### src/rtl/gpio_port_pkg.sv
package gpio_port_pkg;

  typedef enum logic [1:0] {
    RD_NONE = 2'd0,
    RD_DATA = 2'd1,
    RD_DIR  = 2'd2,
    RD_ID   = 2'd3
  } rdSel_e;

  // Strobes from the address decoder to the datapath
  typedef struct packed {
    logic       dataWr;
    logic       dirWr;
    rdSel_e     rdSel;
    logic [3:0] idIdx;
  } portStrobe_t;

  localparam int ID_COUNT = 12;

  function automatic logic [7:0] idByte(input logic [3:0] idx);
    logic [7:0] b;
    case (idx)
      4'd4:    b = 8'h61;
      4'd5:    b = 8'h10;
      4'd6:    b = 8'h04;
      4'd8:    b = 8'h0D;
      4'd9:    b = 8'hF0;
      4'd10:   b = 8'h05;
      4'd11:   b = 8'hB1;
      default: b = 8'h00;
    endcase
    return b;
  endfunction

endpackage

### src/rtl/gpio_port_ctrl.sv
module gpio_port_ctrl
  import gpio_port_pkg::*;
#(
  parameter int ADDR_W   = 12,
  parameter int NUM_PINS = 8
) (
  input  logic [ADDR_W-1:0]   busAddr,
  input  logic                busWrEn,
  output portStrobe_t         strobe,
  output logic [NUM_PINS-1:0] selMask
);

  localparam int WORD_W = ADDR_W - 2;
  // The data window spans 2**NUM_PINS words; direction sits just above it
  localparam logic [WORD_W-1:0] DIR_WORD = WORD_W'(1) << NUM_PINS;
  localparam logic [WORD_W-1:0] ID_FIRST = WORD_W'(12'hFD0 >> 2);
  localparam logic [WORD_W-1:0] ID_LAST  = ID_FIRST + WORD_W'(ID_COUNT - 1);

  logic [WORD_W-1:0] wordAddr;
  logic              inWindow;
  logic              inId;

  assign wordAddr = busAddr[ADDR_W-1:2];
  assign inWindow = (wordAddr >> NUM_PINS) == '0;
  assign inId     = (wordAddr >= ID_FIRST) && (wordAddr <= ID_LAST);
  assign selMask  = wordAddr[NUM_PINS-1:0];

  always_comb begin
    strobe       = '0;
    strobe.rdSel = RD_NONE;
    if (inWindow) begin
      strobe.rdSel  = RD_DATA;
      strobe.dataWr = busWrEn;
    end else if (wordAddr == DIR_WORD) begin
      strobe.rdSel = RD_DIR;
      strobe.dirWr = busWrEn;
    end else if (inId) begin
      strobe.rdSel = RD_ID;
      strobe.idIdx = 4'(wordAddr - ID_FIRST);
    end
  end

endmodule

### src/rtl/gpio_pin_cell.sv
module gpio_pin_cell #(
  parameter bit PULL_HI = 1'b0,
  parameter bit PULL_LO = 1'b0
) (
  input  logic clk,
  input  logic rstN,
  input  logic dirBit,
  input  logic wrHit,
  input  logic wrBit,
  input  logic padIn,
  output logic dataBit,
  output logic padOut
);

  logic dataNext;
  logic inputLevel;
  logic outNext;

  // The pull configuration picks how an input pin is driven
  generate
    if (PULL_HI) begin : g_up
      assign inputLevel = 1'b1;
    end else if (PULL_LO) begin : g_down
      assign inputLevel = 1'b0;
    end else begin : g_float
      assign inputLevel = padOut;
    end
  endgenerate

  always_comb begin
    if (dirBit) dataNext = wrHit ? wrBit : dataBit;
    else        dataNext = padIn;
  end

  assign outNext = dirBit ? dataBit : inputLevel;

  always_ff @(posedge clk or negedge rstN) begin
    if (!rstN) begin
      dataBit <= 1'b0;
      padOut  <= PULL_HI;
    end else begin
      dataBit <= dataNext;
      padOut  <= outNext;
    end
  end

endmodule

### src/rtl/gpio_port_dp.sv
module gpio_port_dp
  import gpio_port_pkg::*;
#(
  parameter int                NUM_PINS  = 8,
  parameter int                DATA_W    = 32,
  parameter logic [NUM_PINS-1:0] PULL_UP   = '1,
  parameter logic [NUM_PINS-1:0] PULL_DOWN = '0
) (
  input  logic                clk,
  input  logic                rstN,
  input  portStrobe_t         strobe,
  input  logic [NUM_PINS-1:0] selMask,
  input  logic [DATA_W-1:0]   busWrData,
  input  logic [NUM_PINS-1:0] pinIn,
  output logic [DATA_W-1:0]   busRdData,
  output logic [NUM_PINS-1:0] pinOut
);

  localparam logic [NUM_PINS-1:0] NO_PULL = ~(PULL_UP | PULL_DOWN);

  logic [NUM_PINS-1:0] dirReg;
  logic [NUM_PINS-1:0] dataVec;
  logic [DATA_W-1:0]   rdNext;

  for (genvar p = 0; p < NUM_PINS; p++) begin : g_pin
    gpio_pin_cell #(
      .PULL_HI(PULL_UP[p]),
      .PULL_LO(PULL_DOWN[p])
    ) i_cell (
      .clk    (clk),
      .rstN   (rstN),
      .dirBit (dirReg[p]),
      .wrHit  (strobe.dataWr & selMask[p]),
      .wrBit  (busWrData[p]),
      .padIn  (pinIn[p]),
      .dataBit(dataVec[p]),
      .padOut (pinOut[p])
    );
  end

  always_comb begin
    case (strobe.rdSel)
      RD_DATA: rdNext = DATA_W'(dataVec & selMask);
      RD_DIR:  rdNext = DATA_W'(dirReg);
      RD_ID:   rdNext = DATA_W'(idByte(strobe.idIdx));
      default: rdNext = '0;
    endcase
  end

  always_ff @(posedge clk or negedge rstN) begin
    if (!rstN) begin
      dirReg    <= '0;
      busRdData <= '0;
    end else begin
      if (strobe.dirWr) dirReg <= busWrData[NUM_PINS-1:0];
      busRdData <= rdNext;
    end
  end

  AST_DATA_WR_MASK: assert property (@(posedge clk) disable iff (!rstN)
    strobe.dataWr |=> (dataVec & $past(dirReg & selMask)) ==
                      $past(busWrData[NUM_PINS-1:0] & dirReg & selMask));

  AST_OUT_HOLD: assert property (@(posedge clk) disable iff (!rstN)
    !strobe.dataWr |=> ((dataVec ^ $past(dataVec)) & $past(dirReg)) == '0);

  AST_IN_CAPTURE: assert property (@(posedge clk) disable iff (!rstN)
    1'b1 |=> ((dataVec ^ $past(pinIn)) & ~$past(dirReg)) == '0);

  AST_DIR_STORE: assert property (@(posedge clk) disable iff (!rstN)
    strobe.dirWr |=> dirReg == $past(busWrData[NUM_PINS-1:0]));

  AST_PULL_UP_DRIVE: assert property (@(posedge clk) disable iff (!rstN)
    (pinOut & PULL_UP & ~$past(dirReg)) == (PULL_UP & ~$past(dirReg)));

  // Also fires when a pin is given both pulls, which is an illegal setting
  AST_PULL_DOWN_DRIVE: assert property (@(posedge clk) disable iff (!rstN)
    (pinOut & PULL_DOWN & ~$past(dirReg)) == '0);

  AST_FLOAT_HOLD: assert property (@(posedge clk) disable iff (!rstN)
    ((pinOut ^ $past(pinOut)) & NO_PULL & ~$past(dirReg)) == '0);

  AST_UNMAPPED_ZERO: assert property (@(posedge clk) disable iff (!rstN)
    (strobe.rdSel == RD_NONE) |=> busRdData == '0);

endmodule

### src/rtl/gpio_mask_port.sv
module gpio_mask_port
  import gpio_port_pkg::*;
#(
  parameter int          ADDR_W    = 12,
  parameter int          DATA_W    = 32,
  parameter int          NUM_PINS  = 8,
  parameter logic [7:0]  PULL_UP   = 8'hFF,
  parameter logic [7:0]  PULL_DOWN = 8'h00
) (
  input  logic              clk,
  input  logic              rstN,
  input  logic [11:0]       busAddr,
  input  logic              busWrEn,
  input  logic [31:0]       busWrData,
  output logic [31:0]       busRdData,
  input  logic [7:0]        pinIn,
  output logic [7:0]        pinOut
);

  portStrobe_t         strobe;
  logic [NUM_PINS-1:0] selMask;

  gpio_port_ctrl #(
    .ADDR_W  (ADDR_W),
    .NUM_PINS(NUM_PINS)
  ) i_ctrl (
    .busAddr(busAddr),
    .busWrEn(busWrEn),
    .strobe (strobe),
    .selMask(selMask)
  );

  gpio_port_dp #(
    .NUM_PINS (NUM_PINS),
    .DATA_W   (DATA_W),
    .PULL_UP  (PULL_UP),
    .PULL_DOWN(PULL_DOWN)
  ) i_dp (
    .clk      (clk),
    .rstN     (rstN),
    .strobe   (strobe),
    .selMask  (selMask),
    .busWrData(busWrData),
    .pinIn    (pinIn),
    .busRdData(busRdData),
    .pinOut   (pinOut)
  );

endmodule

### config.mk
export PLATFORM = sky130hd
export DESIGN_NAME = gpio_mask_port
export DESIGN_NICKNAME = d
export VERILOG_FILES = /design/src/rtl/gpio_port_pkg.sv /design/src/rtl/gpio_port_ctrl.sv /design/src/rtl/gpio_pin_cell.sv /design/src/rtl/gpio_port_dp.sv /design/src/rtl/gpio_mask_port.sv
export SDC_FILE = /design/constraint.sdc
export NUM_CORES = 1
export LEC_CHECK = 0
export CAP_MARGIN = 0
export CORE_UTILIZATION = 45
export DETAILED_ROUTE_END_ITERATION = 10
export DONT_BUFFER_PORTS = 1
export SYNTH_ARGS = -nofsm -noshare
export SYNTH_HDL_FRONTEND = slang
export SYNTH_HIERARCHICAL = 1
export SYNTH_SLANG_ARGS = --single-unit
### constraint.sdc
create_clock -name clk -period 1.1 [get_ports clk]
set_clock_uncertainty 0.2 [all_clocks]
set_input_delay 0.22 -clock clk [delete_from_list [all_inputs] [get_ports clk]]
set_output_delay 0.22 -clock clk [all_outputs]
set_load 0.05 [all_outputs]
# Word level (Yosys, flattened, before mapping)
# Cells that the tools add are included.
# word_totals
ff_bits,56
mem_bits_ro,0
word_cells,85
mem_bits_rw,0
latchBits,0
memories,0
output_inout_bits,40
# op_classes
n_mux,34
magnitude_cmp,2
bitwise_logic,9
n_shift,0
mul,0
div,0
eq_ne,19
addsub,1
reduce_logical,2
# ops
cell,n
one-hot mux 32 bit (3 select lines),1
one-hot mux 8 bit (7 select lines),1
2-to-1 mux 1 bit,27
equality test 4 bit (second input constant),4
inequality test 2 bit (second input constant),8
equality test 4 x 3 -> 1 bit (second input constant),3
equality test 10 x 9 -> 1 bit (second input constant),1
>= comparator 10 bit (second input constant),1
less-or-equal comparator 10 bit (second input constant),1
zero test 10 bit,1
bitwise AND 1 bit,8
bitwise AND 8 bit,1
2-to-1 mux 4 bit,2
2-to-1 mux 6 bit,1
equality test 2 bit (second input constant),2
2-to-1 mux 2 bit,2
subtractor 4 x 3 -> 4 bit (second input constant),1
equality test 2 x 1 -> 1 bit (second input constant),1
logical AND 1 bit,1

# Depth between registers and ports, before layout
# logic_depth
depth_word,8
depth_mapped,9
depth_no_buf,8

# Modules after synthesis
# The synthesis kept the hierarchy.
# by_module_without_submodules
mod,area_each_um2,cells_each,instances
gpio_port_dp,973.4,91,1
gpio_pin_cell,76.3,6,8
gpio_port_ctrl,201.4,31,1

# Worst setup path before layout
# OpenSTA, ideal clock, no wires.
# synth_path
kind,input-to-reg
start,input busAddr[5]
end,register i_dp.busRdData[2]
setup_time_ns,0.129
required_ns,0.771
arrival_ns,1.722
n_path_buf,0
stages,8
setup_slack_ns,-0.951
cell_sequence,inv_1 -> ha_1 -> or3b_1 -> a211o_1 -> nor2_1 -> and2b_2 -> a21oi_1 -> o31ai_1
# synth_rtl
element,line,text
from (decl),gpio_mask_port.sv:12,"input logic [11:0] busAddr,"
to (signal assigned),gpio_port_dp.sv:56,busRdData <= rdNext;
to (decl),gpio_port_dp.sv:15,"output logic [DATA_W-1:0] busRdData,"

==> flow_summary_export.csv <==
group,metric,value,unit
grt,grt_pass1_vias,1289,
critical_path,cp_cell_sequence,"clkinv_16 -> ha_4 -> or3b_4 -> a211o_4 -> o21ai_4 -> nor2b_4 -> buf_6 -> a32oi_1 -> o21ai_1",
grt,grt_pass1_wl,6330,µm
route,ant_nets,0,
critical_path,worstSetupEndpointType,"register",
clock_network,cts_num_sinks,32,
power,combPwrFrac,0.178,
critical_path,rr_startpoint,"i_dp/dirReg[3]$_DFFE_PN0P_",
critical_path,crit_path_max_fanout,4,
clock_network,postCtsHoldBufs,24,
finish,stdcell_count,260,
critical_path,cp.arrival,1.74,ns
clock_network,htree_num_levels,2,
sta,max_freq,576,MHz
clock_network,path_clk_slew,0.07,ns
sta,finalCritPeriodShare,1.58,
grt,grt_usage,0.205,
power,pwr_density_cell,1060,nW/µm²
grt,antenna_found_initial,0,
place,dpl.hpwl,2760,µm
yosys,yosys_most_used_dff,"dfrtp_1",
finish,final_layout_size_suffix_gt1_frac,0.321,
route,routed_wl,4010,µm
sta,setup_violations,32,
min_path,hp-class,"input pin to asynchronous set/reset pin",
sta,setup_ws,-0.635,ns
critical_path,critPathKind,"input pin to register",
power,p_int,1.90,mW
yosys,ys_seq_elements,32,
route,drt_first_pass_iters,4,
yosys,synth_edf_count,0,
place,dp.cells,227,
yosys,netlist_area,1790,µm²
grt,grt_max_degree,33,
finish,final_nets,269,
critical_path,cp.required,1.10,ns
flow_run,drv_cap,0,
finish,fill_cells,301,
place,gp_congestion,0.833,
yosys,synthArstFlopShare,1.00,
sta,final-max-slew-violation-count,0,
die,start_util,0.477,
sta,fin_crit,1.74,ns
clock_network,cts_tree,"built",
power,sw_frac_of_total,0.281,
die,die_width,65.0,µm
route,drc_errors,0,
die,ioPinCount,95,
route,avgViaCountPerCell,5.02,
power,p_leak,1.04,nW
place,io_buffers,0,
die,dieArea,4220,µm²
sta,hold_viol,32,
critical_path,critical_path.top_delay_family,"compound AO/OA/AOI/OAI gates",
grt,overflow,0,
power,seqPwrFrac,0.473,
power,switching_power,0.740,mW
clock_network,clockBufferDepth,2,
yosys,syn_avg_cell_area,10.5,µm²
route,num_vias,1306,
sta,rsz0062_at_grt,"yes",
outcome,failed_checks,"negative hold slack, negative setup slack",
sta,finalHoldWorstSlack,-0.576,ns
critical_path,rr_worst_depth,2,
place,place_area,2010,µm²
critical_path,cp-start-kind,"input pin",
critical_path,crit_path_start,"busAddr[5]",
die,dieHeight,65.0,µm
yosys,yosys_warnings,6,
finish,syn_to_final_growth,39.0,%
yosys,yosys.cell_types.count,32,
clock_network,clockRootBuffer,"clkbuf_8",
outcome,status,"finished with violations",
critical_path,max_stage_delay,0.39,ns
clock_network,cts_buffers,5,
critical_path,crit_path_top_delay_cell,"a211o_4",
power,clkPwrFrac,0.349,
sta,setup_tns,-12.20,ns
route,wl_per_cell,15.4,µm
critical_path,path_buf_inv,2,
power,peakVddDrop,0.534,mV
finish,final_area,2480,µm²
yosys,synth-seq-area-share,0.454,
finish,n_antenna_cell,0,
clock_network,clock_latency,0.28,ns
critical_path,crit_cells,9,
die,rows,22,
route,drtIter0Drc,68,
yosys,netlist_instances,170,
die,core_area,3740,µm²
[sequential cells by signal (all words and copies together) (netlist names)]
register	cells
i_dp/busRdData	8
i_dp/dirReg	8
i_dp/g_pin.i_cell/dataBit	8
i_dp/g_pin.i_cell/padOut	8
[power by group through the flow]
stage	combinational, mW	sequential [mW]	clock [mW]
after floorplan	0.362	1.28	0
after global placement	0.359	1.26	0
after detailed placement	0.364	1.27	0
after CTS	0.452	1.25	0.938
after global routing	0.491	1.25	0.995
final	0.470	1.25	0.920
[what timing repair did]
item | CTS | global route
endpoints found under the hold margin | 56 | 32
gates resized for setup | 13 | 15
setup buffers | 1 | 0
endpoints found under the setup margin | 32 | 32
pin swaps | 3 | 4
[metrics by stage]
stage                util  total power, mW  setup WS, ns
CTS                 0.642             2.64        -0.617
finish              0.663             2.64        -0.635
floorplan               -             1.65        -0.824
detailed placement  0.536             1.63         -1.06
global placement    0.536             1.62         -1.03
global route        0.663             2.74        -0.698
[final timing paths]
check,end,slack [ns]
max in group asynchronous,i_dp/g_pin[4].i_cell/padOut$_DFF_PN1_,1.10
setup / recovery,i_dp/busRdData[0]$_DFF_PN0_,-0.64
hold reg to reg,i_dp/g_pin[7].i_cell/padOut$_DFF_PN1_,0.28
hold / removal,i_dp/g_pin[2].i_cell/dataBit$_DFFE_PN0P_,-0.58
min in group clk,i_dp/busRdData[7]$_DFF_PN0_,0.02
setup reg to reg,i_dp/busRdData[3]$_DFF_PN0_,0.05
[synth_stat cells, types with 2 or more instances]
cell	n	share of area
nand2b_1	10	0.035
and2_1	10	0.035
o21ai_0	3	0.0084
nand2_1	3	0.0063
buf_6	2	0.013
nor3_1	2	0.0056
mux2_2	8	0.050
a21oi_1	12	0.034
mux2i_1	9	0.050
o21ai_1	2	0.0056
nor2_1	13	0.027
dfstp_2	8	0.12
dfrtp_1	24	0.34
nand4_1	2	0.0070
nor2b_1	2	0.0070
ha_1	3	0.021
inv_1	4	0.0084
buf_4	32	0.13
a32oi_1	7	0.034
o31ai_1	2	0.0084
[cell type report]
type	count	area (µm²)	area share
Tap cell	48	60.1	0.0242
Clock buffer	8	90.1	0.0363
Inverter	4	41.3	0.0166
Timing Repair Buffer	47	528	0.213
Sequential cell	32	811	0.327
Multi-Input combinational cell	121	951	0.383
[layout by cell type (no fill, tap or decap), drive strengths merged]
cell type / count
conb: 24
dfrtp: 24
dlygate4sd3: 24
buf: 23
nor2: 13
a21oi: 12
and2: 10
nand2b: 10
mux2i: 9
mux2: 8
dfstp: 8
clkbuf: 8
a32oi: 7
o21ai: 5
inv: 3
ha: 3
nand2: 3
nand4: 2
nor4b: 2
nor2b: 2
o31ai: 2
nor3: 2
and2b: 2
clkinv: 1
or3b: 1
a211o: 1
nand3: 1
a32o: 1
o41ai: 1
[kinds of logic after synthesis]
group                      count (synthesis)  synth area share
and+or+nand+nor                           48             0.155
buffers and inverters                     40             0.161
DFF                                       32             0.454
AOI/OAI and AO/OA                         29             0.106
muxes                                     17             0.101
adders and majority gates                  3            0.0210
other                                      1           0.00210
[metal layers]
| metal | GRT usage | wire length (µm) | up-vias |
|---|---|---|---|
| li1 | - | - | 610 |
| met1 | 0.254 | 1700 | 626 |
| met2 | 0.327 | 1910 | 62 |
| met3 | 0.0634 | 325 | 8 |
| met4 | 0.0889 | 79 | 0 |
| met5 | 0 | 0 | - |
Note: power is estimated with default switching activity, not from simulation.
